===== src/rtl/ilv_pkg.sv =====
package ilv_pkg;
    typedef enum logic {
        ORD_ROTATE  = 1'b0,
        ORD_GROUPED = 1'b1
    } order_e;
endpackage


===== src/rtl/ilv_timing.sv =====
module ilv_timing #(
    parameter int N = 4,
    parameter int W = 8,
    localparam int NW = $clog2(N),
    localparam int BW = $clog2(W),
    localparam int CW = 2 * NW + BW
) (
    input  logic          clk,
    input  logic          rst,
    output logic [CW-1:0] pos,
    output logic [NW-1:0] word_idx,
    output logic [2*NW-1:0] slot_k,
    output logic [BW-1:0] bit_idx,
    output logic          take,
    output logic          grp_end
);
    typedef struct packed {
        logic [CW-1:0] pos;
    } tim_t;

    tim_t s_q, s_d;

    always_comb begin
        s_d     = s_q;
        s_d.pos = s_q.pos + 1'b1;
        if (rst) s_d = '0;
    end

    always_ff @(posedge clk) begin
        s_q <= s_d;
    end

    assign pos      = s_q.pos;
    assign word_idx = s_q.pos[CW-1:CW-NW];
    assign slot_k   = s_q.pos[CW-1:BW];
    assign bit_idx  = s_q.pos[BW-1:0];
    assign take     = (s_q.pos[NW+BW-1:0] == '0);
    assign grp_end  = &s_q.pos;
endmodule


===== src/rtl/ilv_parity.sv =====
module ilv_parity #(
    parameter int N = 4,
    parameter int W = 8
) (
    input  logic           clk,
    input  logic           rst,
    input  logic           take,
    input  logic [N*W-1:0] lane_data,
    input  logic [N-1:0]   lane_fp,
    input  logic [N-1:0]   lane_par,
    output logic [N-1:0]   err
);
    typedef struct packed {
        logic [N-1:0] err;
    } par_t;

    par_t         s_q, s_d;
    logic [N-1:0] miss;

    for (genvar l = 0; l < N; l++) begin : g_lane
        assign miss[l] = (^{lane_fp[l], lane_data[l*W +: W]}) ^ lane_par[l];
    end

    always_comb begin
        s_d     = s_q;
        s_d.err = take ? miss : '0;
        if (rst) s_d = '0;
    end

    always_ff @(posedge clk) begin
        s_q <= s_d;
    end

    assign err = s_q.err;
endmodule


===== src/rtl/ilv_bank.sv =====
module ilv_bank
    import ilv_pkg::*;
#(
    parameter int N = 4,
    parameter int W = 8,
    localparam int NW = $clog2(N)
) (
    input  logic            clk,
    input  logic            rst,
    input  logic            take,
    input  logic            grp_end,
    input  logic            mode_sel,
    input  logic [NW-1:0]   word_idx,
    input  logic [2*NW-1:0] slot_k,
    input  logic [N*W-1:0]  lane_data,
    input  logic [N-1:0]    lane_fp,
    output logic [W-1:0]    sel_byte,
    output logic            sel_fp,
    output logic            grp_mode
);
    typedef struct packed {
        logic [N-1:0][N-1:0][W-1:0] wr;
        logic [N-1:0]               wr_fp;
        logic [N-1:0][N-1:0][W-1:0] rd;
        logic [N-1:0]               rd_fp;
        order_e                     mode;
    } bank_t;

    bank_t         s_q, s_d;
    logic [NW-1:0] wsel, lsel;

    always_comb begin
        s_d = s_q;
        if (take) begin
            for (int l = 0; l < N; l++) begin
                s_d.wr[word_idx][l] = lane_data[l*W +: W];
            end
            s_d.wr_fp[word_idx] = |lane_fp;
        end
        if (grp_end) begin
            s_d.rd    = s_q.wr;
            s_d.rd_fp = s_q.wr_fp;
            s_d.mode  = order_e'(mode_sel);
        end
        if (rst) s_d = '0;
    end

    always_ff @(posedge clk) begin
        s_q <= s_d;
    end

    always_comb begin
        if (s_q.mode == ORD_GROUPED) begin
            wsel = slot_k[NW-1:0];
            lsel = slot_k[2*NW-1:NW];
        end else begin
            wsel = slot_k[2*NW-1:NW];
            lsel = slot_k[NW-1:0];
        end
    end

    assign sel_byte = s_q.rd[wsel][lsel];
    assign sel_fp   = s_q.rd_fp[wsel] && (lsel == '0);
    assign grp_mode = (s_q.mode == ORD_GROUPED);
endmodule


===== src/rtl/byte_ilv_mux.sv =====
module byte_ilv_mux #(
    parameter int N = 4,
    parameter int W = 8
) (
    input  logic           clk,
    input  logic           rst,
    input  logic           mode_grouped,
    input  logic [N*W-1:0] lane_data,
    input  logic [N-1:0]   lane_fp,
    input  logic [N-1:0]   lane_par,
    output logic           word_take,
    output logic [N-1:0]   par_err,
    output logic [W-1:0]   out_byte,
    output logic           out_fp,
    output logic           out_ser
);
    localparam int NW = $clog2(N);
    localparam int BW = $clog2(W);
    localparam int CW = 2 * NW + BW;
    localparam logic [BW-1:0] MSB_IDX = BW'(W - 1);

    logic [CW-1:0]   pos;
    logic [NW-1:0]   word_idx;
    logic [2*NW-1:0] slot_k;
    logic [BW-1:0]   bit_idx;
    logic            take;
    logic            grp_end;
    logic [W-1:0]    sel_byte;
    logic            sel_fp;
    logic            grp_mode;

    ilv_timing #(.N(N), .W(W)) u_tim (
        .clk      (clk),
        .rst      (rst),
        .pos      (pos),
        .word_idx (word_idx),
        .slot_k   (slot_k),
        .bit_idx  (bit_idx),
        .take     (take),
        .grp_end  (grp_end)
    );

    ilv_parity #(.N(N), .W(W)) u_par (
        .clk       (clk),
        .rst       (rst),
        .take      (take),
        .lane_data (lane_data),
        .lane_fp   (lane_fp),
        .lane_par  (lane_par),
        .err       (par_err)
    );

    ilv_bank #(.N(N), .W(W)) u_bank (
        .clk       (clk),
        .rst       (rst),
        .take      (take),
        .grp_end   (grp_end),
        .mode_sel  (mode_grouped),
        .word_idx  (word_idx),
        .slot_k    (slot_k),
        .lane_data (lane_data),
        .lane_fp   (lane_fp),
        .sel_byte  (sel_byte),
        .sel_fp    (sel_fp),
        .grp_mode  (grp_mode)
    );

    assign word_take = take;
    assign out_byte  = sel_byte;
    assign out_fp    = sel_fp;
    assign out_ser   = sel_byte[MSB_IDX - bit_idx];
endmodule


===== config.mk =====
export PLATFORM = sky130hd
export DESIGN_NAME = byte_ilv_mux
export DESIGN_NICKNAME = d
export VERILOG_FILES = /design/src/rtl/ilv_pkg.sv /design/src/rtl/ilv_timing.sv /design/src/rtl/ilv_parity.sv /design/src/rtl/ilv_bank.sv /design/src/rtl/byte_ilv_mux.sv
export SDC_FILE = /design/constraint.sdc
export NUM_CORES = 1
export LEC_CHECK = 0
export BUFFER_PORTS_ARGS = -buffer_cell sky130_fd_sc_hd__buf_4
export CAP_MARGIN = 20
export CORE_MARGIN = 2
export CORE_UTILIZATION = 65
export DETAILED_ROUTE_END_ITERATION = 7
export HOLD_SLACK_MARGIN = 0.15
export MAX_ROUTING_LAYER = met4
export PLACE_DENSITY = 0.84
export REMOVE_ABC_BUFFERS = 1
export SKIP_LAST_GASP = 1
export SLEW_MARGIN = 20
export SYNTH_ARGS = -nofsm -noshare
export SYNTH_HDL_FRONTEND = slang
export SYNTH_SLANG_ARGS = --single-unit

===== constraint.sdc =====
create_clock -name clk -period 3.6 [get_ports clk]
set_clock_uncertainty 0.2 [all_clocks]
set_input_delay 0.18 -clock clk [delete_from_list [all_inputs] [get_ports clk]]
set_output_delay 0.18 -clock clk [all_outputs]
set_load 0.05 [all_outputs]

# Word-level counts from Yosys, hierarchy flattened
# Index checks and enable logic that the tools add are counted.
# word_totals
elab_cells	85
output_inout_bits	15
input_bits	43
ff_bits	276
# op_classes
reduce_logical	11
n_lt_le_gt_ge	5
n_bitwise	5
add_sub_neg	2
muxes	25
# ops
operator	n
bitwise mux 128 bit	4
demux 32 bit (select 2 bit)	4
binary-select mux 32 bit (select 2 bit)	1
two-way mux 32 bit	2
XOR reduction 9 bit	4
two-way mux 24 bit	1
binary-select mux 8 bit (select 2 bit)	1
two-way mux 16 bit	1
two-way mux 8 bit	2
< comparator 2 x 3 -> 1 bit (second input constant)	3
adder 7 x 1 -> 7 bit (second input constant)	1
AND reduction 7 bit	1
zero test 5 bit	1
bitwise mux 4 bit	1
< comparator 3 x 4 -> 1 bit (second input constant)	1
two-way mux 2 bit	2
OR reduction 4 bit	1
XOR 1 bit	4
binary-select mux 1 bit (select 3 bit)	1
two-way mux 1 bit	3
subtractor 3 bit (first input constant)	1
binary-select mux 1 bit (select 2 bit)	1
demux 1 bit (select 2 bit)	1
>= comparator 2 x 1 -> 1 bit (second input constant)	1
4 further kinds	5

# Depth between registers and ports, before layout
# Gate-level depths: netlist of the first run.
# depth
ltp_word	8
ltp_mapped	10
ltp_nobuf	7

# Modules after synthesis
# A second synthesis of the first run with hierarchy kept.
# hier_totals
hier_cells	1405
hier_area_um2	12041.5
# by_module_without_submodules
module	area_each_um2	seq_area_each_um2	n_inst	cells_per_inst
ilv_bank	11154.4	5305.1	1	1320
ilv_parity	466.7	80.1	1	41
ilv_timing	356.6	140.1	1	41
byte_ilv_mux	63.8	0.0	1	3

# Least setup slack after synthesis of the first run
# OpenSTA, ideal clock, no wires.
# synth_path
path_kind	register to output
start	reg u_bank.s_q, in the netlist u_bank.grp_mode
end	out out_ser
path_stages_with_launch	10
arrival_ns	4.340
n_path_buf	2
setup_slack_ns	-1.120
cell_sequence	dfxtp_1 buf_6 mux2i_1 buf_4 mux4_2 nor2_1 o311ai_1 or4_1 o221ai_1 nor4_1
# synth_via
elab_chain_cells	7
word_cells_on_any_way	8
cone_classes	mux (8)
# synth_lines
item	line_no	source
start, declared	ilv_bank.sv:29	bank_t s_q, s_d;
start signal, assigned	ilv_bank.sv:49	s_q <= s_d;
two-way mux 2 bit	ilv_bank.sv:53	if (s_q.mode == ORD_GROUPED) begin
binary-select mux 32 bit (select 2 bit)	ilv_bank.sv:62	assign sel_byte = s_q.rd[wsel][lsel];
two-way mux 32 bit (implied by the code)	ilv_bank.sv:62	
binary-select mux 8 bit (select 2 bit) *	ilv_bank.sv:62	
two-way mux 8 bit (implied by the code) *	ilv_bank.sv:62	
net out_byte[4]	byte_ilv_mux.sv:13	output logic [W-1:0] out_byte,
binary-select mux 1 bit (select 3 bit) *	byte_ilv_mux.sv:71	assign out_ser = sel_byte[MSB_IDX - bit_idx];
two-way mux 1 bit (implied by the code) *	byte_ilv_mux.sv:71	
end, declared	byte_ilv_mux.sv:15	output logic out_ser
# The timed path passes the listed nets; every way through them passes the cells marked *. The select of a mux whose other input is x is not followed.

# Worst setup path after layout of the first run
# layout_path
start	reg u_bank.s_q, in the netlist u_bank.grp_mode
end	out out_byte[0]
# layout_via
elab_chain_cells	5
word_cells_on_any_way	6
cone_classes	mux (6)
# layout_lines
item	line_no
two-way mux 2 bit	ilv_bank.sv:53
binary-select mux 32 bit (select 2 bit)	ilv_bank.sv:62
two-way mux 32 bit (implied by the code)	ilv_bank.sv:62
binary-select mux 8 bit (select 2 bit) *	ilv_bank.sv:62
two-way mux 8 bit (implied by the code) *	ilv_bank.sv:62
end, declared	byte_ilv_mux.sv:13
# Mark *: on every way between the ends. The rest lies on a longest branch, timed or not. The select of a mux whose other input is x is not followed.

==> results of run 1 <==
worst max-delay path, cell delays in order (launching register included):
cell      delay, ns
dfxtp_4        0.41
mux2i_4        0.40
buf_4          0.27
mux2i_1        0.26
a221oi_2       0.11
a31oi_1        0.16
o211ai_1       0.14
buf_4          0.15
buf_4          0.12
buf_4          0.12
buf_4          0.12
buf_4          0.12
buf_4          0.12
buf_6          0.15
flip-flops by register name, summed over array words and instances (netlist names):
signal / flops
u_tim.pos: 7
u_bank.grp_mode: 1
u_par.err: 4
u_bank.s_q: 264
timing repair:
action	4_1_cts	5_1_grt
setup endpoints to repair	1	2
hold buffers	40	0
buffers inserted	15	9
hold endpoints to repair	197	0
resized for setup	12	20
pin swaps	3	11
area by class of cell:
cell class | count | area (um^2) | area share
Inverter | 7 | 26.28 | 0.001954
Timing Repair Buffer | 156 | 1396 | 0.1038
Clock buffer | 38 | 747.0 | 0.05555
Multi-Input combinational cell | 1038 | 5321 | 0.3957
Tap cell | 225 | 281.5 | 0.02093
Clock inverter | 7 | 141.4 | 0.01051
Sequential cell | 276 | 5534 | 0.4115
through the flow:
| stage | hold slack, ns | setup slack (ns) | setup TNS (ns) | util |
|---|---|---|---|---|
| 2_1_floorplan | 0.04669 | -2.882 | -293.63 | - |
| 3_3_place_gp | 0.2358 | 0.1969 | 0 | 0.6940 |
| 3_5_place_dp | 0.2408 | 0.1646 | 0 | 0.6940 |
| 4_1_cts | 0.1948 | -0.002601 | -0.002601 | 0.7788 |
| 5_1_grt | 0.2394 | -0.04255 | -0.04255 | 0.7884 |
| 6_report | 0.2149 | 0.01518 | 0 | 0.7884 |
cell usage after synthesis, types with 3 or more instances:
master / count / share of area
o211ai_1: 11 / 0.0074
a31oi_1: 6 / 0.0033
nor2_1: 26 / 0.0087
buf_6: 3 / 0.0030
inv_1: 6 / 0.0020
mux2i_1: 13 / 0.012
mux2_2: 3 / 0.0030
a211oi_1: 6 / 0.0040
dfxtp_1: 276 / 0.49
xor2_1: 9 / 0.0070
buf_4: 4 / 0.0027
mux4_2: 15 / 0.030
clkbuf_1: 87 / 0.029
nand2_1: 561 / 0.19
o21ai_0: 12 / 0.0054
nand3_1: 22 / 0.0098
nor3_1: 4 / 0.0018
a21oi_1: 269 / 0.12
xnor2_1: 31 / 0.024
or3_1: 4 / 0.0022
buf_2: 13 / 0.0058
nand4_1: 5 / 0.0028
report_power, final:
part / total [uW] / switching (uW) / internal (uW) / leakage [uW]
sequential: 3130 / 26.7 / 3100 / 0.00223
combinational: 489 / 310 / 179 / 0.00197
clock: 2880 / 1160 / 1720 / 0.000429
final timing paths:
kind | endpoint | from | slack [ns] | depth (start not counted)
min reg2reg | u_bank.s_q[104] | u_bank.s_q[236] | 0.25 | 2
max reg2reg | u_bank.s_q[168] | u_tim.pos[0] | 0.39 | 9
max | out_byte[0] | u_bank.grp_mode | 0.02 | 13
min | u_par.err[2] | lane_par[2] | 0.21 | 6
layer usage:
layer	part of all wire	vias up	track usage
li1	-	4881	-
met1	0.40	4948	0.4603
met2	0.48	474	0.5725
met3	0.088	89	0.08343
met4	0.033	0	0.1325
met5	0	-	-
kinds of logic after synthesis:
family	count (synthesis)
xor+xnor	40
flops	276
compound gates	323
fa+ha+maj	2
mux	35
buf+inv	114
simple gates	638
==> impl_metrics.yaml, run 1 <==
run_status:
  status: "completed"
clocking:
  tritoncts: "yes"
  cts_sinks: 276
  clk_pin_slew_ns: 0.06
  clkLatencyLatePin_ns: 0.54
  h-tree-depth: 1
  cts-root-buf: "clkbuf_16"
  numCtsBuffers: 27
  clockBufferDepth: 3
timing:
  worst_pin_slew_ns: 0.9154
  fmax_mhz: 279.0
  relSlewSlack: 0.3898
  hold_viol_final: 0
  period_needed_ns: 3.585
  drv_slew: 0
  finalSetupViolCount: 0
  finalCritPeriodShare: 0.9958
route:
  num_vias: 10390
  wl_um: 32870
  drt-pass1-iter-count: 6
  drt-initial-drc-count: 1201
  viasPerCell: 5.948
  antenna_left: 0
  routedWlPerCell_um: 18.82
  drc_errors: 0
finish:
  instances_no_fill: 1747
  layout-drive-gt1-share: 0.1334
  syn_to_final_growth_pct: 19.84
  nets: 1551
  filler_cell_count: 1185
  mostFrequentLayoutCells: "nand2_1 (561), dfxtp_1 (271), a21oi_1 (269)"
  n_antenna_cell: 0
  final_common_cell: "nand2_1"
  fin_area_um2: 13450
synthesis:
  syn_area_um2: 11220
  ys_warn_count: 0
  synth_top_family_by_area: "simple AND/OR/NAND/NOR gates"
  synth_seq_cells: 276
  ys.flop_type: "dfxtp_1"
  avgSynthCellArea_um2: 7.859
  ys_seq_area_frac: 0.4924
  synth_cells: 1428
  synth-simple-area-share: 0.2238
  synth-xor-area-share: 0.03122
  async_flop_share: 0
  synth-edff-count: 0
  synth_cell_types: 55
  synth_fa_ha_area_frac: 0.002230
  synthMuxAreaShare: 0.05240
  synth_compound_area_frac: 0.1551
floorplanning:
  placementRows: 48
  io_pins: 58
  core_area_um2: 17060
  die_h_um: 135.4
  initial_core_util: 0.6579
  dieArea_um2: 18330
  die_x_um: 135.4
global_routing:
  track_usage: 0.3631
  grt_pass1_vias: 9668
  antenna_found_initial: 0
  grt_max_degree: 104
  gr-total-overflow: 0
  grt_pass1_wl_um: 50740
pwr:
  cellPowerDensity_nw_per_um2: 483.2
  total_power_uw: 6498
  leakagePower_uw: 0.004635
  ir_drop_v: 0.0005294
critical_path:
  cp_max_fo: 9
  arrival_ns: 3.20
  critical_path_class: "reg -> out"
  worstSetupStartpointType: "flip-flop"
  required_ns: 3.22
  cp-end-kind: "primary output"
flow_run:
  drv_cap: 0
place:
  port_buffers: 57
  place_congestion: 0.9562
  dpl.hpwl_um: 19210
  dp.cells: 1639
  placed_cell_area_um2: 11840
worst_hold_path:
  hold_path_class: "in -> reg"
No activity file was read; power rests on OpenSTA's default activity.
==> inputs of run 2 (changes only) <==
Settings changed: CORE_UTILIZATION 65 to 66, PLACE_DENSITY 0.84 to unset, PLACE_DENSITY_LB_ADDON set to 0.08, SYNTH_HIERARCHICAL set to 1.
==> run 2 against run 1 <==
The run now ends with negative setup slack left. Critical path type unchanged. Critical path depth shrank 4. Highest routed layer unchanged. Routed wire length grew 4.1%. Critical endpoint is now out_ser. Core utilization shrank 0.15 points. Via count grew 0.19%. First-iteration DRC count shrank 18%. Combinational power shrank 7.8%. Die area grew 5.3%. Sequential power is essentially flat. Sequential share of layout area shrank 1.8 points. Synthesized cell count shrank 1.8%.
==> impl_metrics.yaml, run 2 <==
run_status:
  status: "finished, violations left"
  violations: "negative setup slack"
place:
  pre_cts_ws_ns: 0.2878
  port_buffers: 57
  dpl.hpwl_um: 20390
  place_congestion: 0.9192
  dp.cells: 1602
critical_path:
  required_ns: 3.22
  cp-end-kind: "primary output"
  cp_max_fo: 7
  worstSetupStartpointType: "flip-flop"
  arrival_ns: 3.26
  critical_path_class: "reg -> out"
route:
  drt-pass1-iter-count: 7
  drt-initial-drc-count: 980
  wl_um: 34210
  routedWlPerCell_um: 20.07
  drc_errors: 0
  antenna_left: 0
  viasPerCell: 6.107
  num_vias: 10410
timing:
  relSlewSlack: 0.3460
  finalCritPeriodShare: 1.011
  period_needed_ns: 3.641
  finalSetupViolCount: 1
  drv_slew: 0
  fin_ws_ns: -0.04119
  worst_pin_slew_ns: 0.9810
  hold_viol_final: 0
  rsz0062_at_grt: "true"
  fmax_mhz: 274.6
clocking:
  clk_pin_slew_ns: 0.06
  cts-root-buf: "clkbuf_16"
  cts_sinks: 276
  clkLatencyLatePin_ns: 0.55
  tritoncts: "yes"
  clockBufferDepth: 3
  h-tree-depth: 1
  numCtsBuffers: 27
synthesis:
  synth_cells: 1402
  syn_area_um2: 12020
  avgSynthCellArea_um2: 8.573
  ys_warn_count: 6
global_routing:
  grt_pass1_wl_um: 53460
  gr-total-overflow: 0
  antenna_found_initial: 0
  grt_max_degree: 114
  grt_pass1_vias: 9673
  track_usage: 0.3544
finish:
  n_antenna_cell: 0
  nets: 1502
  final_common_cell: "nand2_1"
  mostFrequentLayoutCells: "nand2_1 (274), dfxtp_1 (271), nor2_1 (170)"
  ff_latch_area_um2: 5539
  instances_no_fill: 1705
  filler_cell_count: 1236
  largest_register: "u_bank/s_q"
  layout-drive-gt1-share: 0.1220
  multi_input_area_um2: 5962
  largest_reg_flops: 264
  syn_to_final_growth_pct: 17.22
pwr:
  power.internal_uw: 5024
  cellPowerDensity_nw_per_um2: 464.9
  swShare: 0.2330
  pwr-share-seq: 0.476
  p_clk_frac: 0.455
  ir_drop_v: 0.0004930
  leakagePower_uw: 0.004892
  combPwrFrac: 0.069
  p_switching_uw: 1526
floorplanning:
  initial_core_util: 0.6714
  core_area_um2: 17900
  placementRows: 49
  die_h_um: 138.9
  die_x_um: 138.9
  io_pins: 58
  dieArea_um2: 19310
worst_hold_path:
  hold_path_class: "in -> reg"
flow_run:
  drv_cap: 0
==> run 2: critical path, cell delays in order, from the launching register on <==
cell,delay (ns)
dfxtp_4,0.39
mux2i_4,0.25
buf_12,0.16
mux4_2,0.50
nand2_2,0.11
o21ai_2,0.09
a211o_1,0.28
mux4_1,0.47
mux2_4,0.30
buf_6,0.16
==> run 2: power groups by stage <==
stage	clock network [uW]	registers [uW]	logic, uW
after floorplan	0	3210	171
after global placement	0	3190	398
after detailed placement	0	3190	401
after CTS	2990	3120	443
after global routing	3090	3120	476
final	2980	3120	451
==> run 2: metrics by stage <==
stage	instance area [um^2]	total power, uW	util	TNS [ns]	hold slack [ns]
floorplan	11480	3386	-	-1769.69	0.04669
global placement	12500	3588	0.6985	0	0.2408
detailed placement	12500	3592	0.6985	0	0.2467
CTS	14020	6549	0.7831	-0.00003664	0.1632
global route	14090	6687	0.7870	-0.07704	0.1854
finish	14090	6550	0.7870	-0.04119	0.1980
==> run 2: repair_timing <==
item / 4_1_cts / 5_1_grt
pin swaps: 2 / 2
gates resized for setup: 24 / 7
hold endpoints to repair: 177 / 0
hold buffers: 43 / 0
gates cloned: 2 / 1
setup buffers: 7 / 2
endpoints found under the setup margin: 1 / 1
==> run 2: per-layer routing <==
| layer | vias up | share of wire | GRT usage |
|---|---|---|---|
| met4 | 0 | 0.030 | 0.1106 |
| met3 | 77 | 0.070 | 0.04247 |
| met2 | 409 | 0.48 | 0.5748 |
| li1 | 4895 | - | - |
| met1 | 5031 | 0.42 | 0.4686 |
| met5 | - | 0 | - |
==> run 2: worst paths after layout <==
path                            cells past startpoint  slack [ns]         endpoint             from
worst max-delay path                                9       -0.04          out_ser  u_bank/grp_mode
worst min-delay path                                5        0.20     u_par/err[1]       lane_fp[1]
worst max register to register                      8        0.28  u_bank/s_q[250]     u_tim/pos[4]
worst min register to register                      2        0.25  u_bank/s_q[176]  u_bank/s_q[176]
==> run 2: layout make-up <==
type | count | area share
Sequential cell | 276 | 0.3932
Multi-Input combinational cell | 992 | 0.4232
Clock inverter | 14 | 0.01297
Tap cell | 229 | 0.02034
Inverter | 22 | 0.005861
Timing Repair Buffer | 138 | 0.09183
Clock buffer | 34 | 0.05266
==> inputs of run 3 (changes only) <==
Settings changed: PLACE_DENSITY_LB_ADDON 0.08 to 0.2.
==> run 3 against run 2 <==
The run still ends with negative setup slack left. Flip-flop and latch count unchanged. Hold slack better by 0.055 ns. Die area unchanged. Critical path type unchanged. Sequential power barely moved. Register-to-register slack got worse by 0.10 ns. Routed wire length increased by 1.4%. First-iteration DRC count up 8.2%.
==> impl_metrics.yaml, run 3 (same netlist as run 2, synthesis figures left out) <==
run_status:
  status: "finished, violations left"
  violations: "negative setup slack"
worst_hold_path:
  whs_path_depth: 2
  min_from: "u_bank/s_q[177]"
  hold_path_class: "reg -> reg"
  hold_end: "u_bank/s_q[177]"
timing:
  relSlewSlack: 0.2788
  fmax_mhz: 274.0
  worst_pin_slew_ns: 1.082
  finalSetupViolCount: 1
  final.setup.tns_ns: -0.04979
  hold_viol_final: 0
  rsz0062_at_grt: "true"
  finalCritPeriodShare: 1.014
  fin_ws_ns: -0.04979
  period_needed_ns: 3.650
  drv_slew: 0
floorplanning:
  placementRows: 49
  core_area_um2: 17900
  initial_core_util: 0.6714
  io_pins: 58
  die_h_um: 138.9
  die_x_um: 138.9
  dieArea_um2: 19310
finish:
  filler_cell_count: 1237
  largest_register: "u_bank/s_q"
  largest_reg_flops: 264
  final_common_cell: "nand2_1"
  instances_no_fill: 1710
  layout-drive-gt1-share: 0.1229
  n_antenna_cell: 0
  syn_to_final_growth_pct: 17.45
  nets: 1504
  mostFrequentLayoutCells: "nand2_1 (274), dfxtp_1 (272), nor2_1 (170)"
  fin_area_um2: 14120
critical_path:
  cp_max_fo: 7
  arrival_ns: 3.27
  critical_path_class: "reg -> out"
  reg2reg_slack_ns: 0.18
  required_ns: 3.22
  worstSetupStartpointType: "flip-flop"
  timing.rr.end: "u_bank/s_q[164]"
  r2r_start: "u_tim/pos[4]"
  cp-end-kind: "primary output"
  reg2reg_depth: 7
global_routing:
  antenna_found_initial: 0
  grt_pass1_vias: 10010
  track_usage: 0.3593
  gr-total-overflow: 0
  grt_max_degree: 145
  grt_pass1_wl_um: 54270
route:
  viasPerCell: 6.105
  routedWlPerCell_um: 20.29
  num_vias: 10440
  drt-pass1-iter-count: 6
  antenna_left: 0
  wl_um: 34700
  drt-initial-drc-count: 1060
  drc_errors: 0
pwr:
  leakagePower_uw: 0.004881
  cellPowerDensity_nw_per_um2: 468.6
  ir_drop_v: 0.0004902
clocking:
  clockBufferDepth: 3
  tritoncts: "yes"
  cts-root-buf: "clkbuf_16"
  numCtsBuffers: 28
  clkLatencyLatePin_ns: 0.54
  clk_pin_slew_ns: 0.06
  cts_sinks: 276
  h-tree-depth: 1
place:
  place_congestion: 0.9690
  dp.cells: 1607
  port_buffers: 57
  dpl.hpwl_um: 20940
  placed_cell_area_um2: 12530
flow_run:
  drv_cap: 0
## run 3: metal layers
layer | track usage | share of wire | vias to the layer above | routed length, um
met3 | 0.05249 | 0.076 | 98 | 2638
met1 | 0.4742 | 0.42 | 5009 | 14530
met5 | - | 0 | - | 0
met4 | 0.1324 | 0.038 | 0 | 1323
li1 | - | - | 4872 | -
met2 | 0.5670 | 0.47 | 460 | 16200
## run 3: critical path: stages, from the launching register on
cell and delay, ns:
dfxtp_4 0.38, mux2i_4 0.40, mux4_2 0.57, nand2_1 0.08, o21ai_1 0.06, a211o_1 0.33
mux4_2 0.45, mux2_4 0.30, buf_8 0.16
## run 3: worst max path at each step
| stage | start | to | cells after the start |
|---|---|---|---|
| global placement | u_bank/grp_mode | out_ser | 10 |
| CTS | u_bank/grp_mode | out_ser | 8 |
| global route | u_bank/grp_mode | out_ser | 8 |
| detailed placement | u_bank/grp_mode | out_ser | 10 |
| finish | u_bank/grp_mode | out_ser | 8 |
| floorplan | u_tim/pos[3] | u_bank/grp_mode | 4 |
## run 3: area by class of cell
cell class,count,area [um^2],share of cell area
Clock buffer,44,882.1,0.06249
Clock inverter,8,102.6,0.007268
Inverter,22,82.58,0.005850
Multi-Input combinational cell,991,5952,0.4216
Sequential cell,276,5535,0.3921
Tap cell,229,286.5,0.02030
Timing Repair Buffer,140,1275,0.09032
## run 3: timing repair
item | CTS | global route
setup endpoints to repair | 1 | 2
buffers inserted | 2 | 3
resized for setup | 16 | 15
hold buffers | 45 | 0
endpoints found under the hold margin | 175 | 0
pin swaps | 3 | 3
gates cloned | 1 | 0
## run 3: power by group
| part | leakage, uW | total (uW) | internal (uW) | switching [uW] |
|---|---|---|---|---|
| clock | 0.000480 | 3030 | 1820 | 1210 |
| sequential | 0.00223 | 3120 | 3100 | 26.6 |
| combinational | 0.00217 | 455 | 184 | 271 |
## run 3: metrics by stage
step / power, uW / utilization / setup WS [ns] / hold slack [ns]
global route: 6782 / 0.7885 / -0.1461 / 0.2683
global placement: 3583 / 0.6999 / 0.4002 / 0.2414
detailed placement: 3592 / 0.6999 / 0.3731 / 0.2461
finish: 6615 / 0.7885 / -0.04979 / 0.2529
floorplan: 3386 / - / -11.89 / 0.04669
CTS: 6624 / 0.7838 / -0.03596 / 0.2546
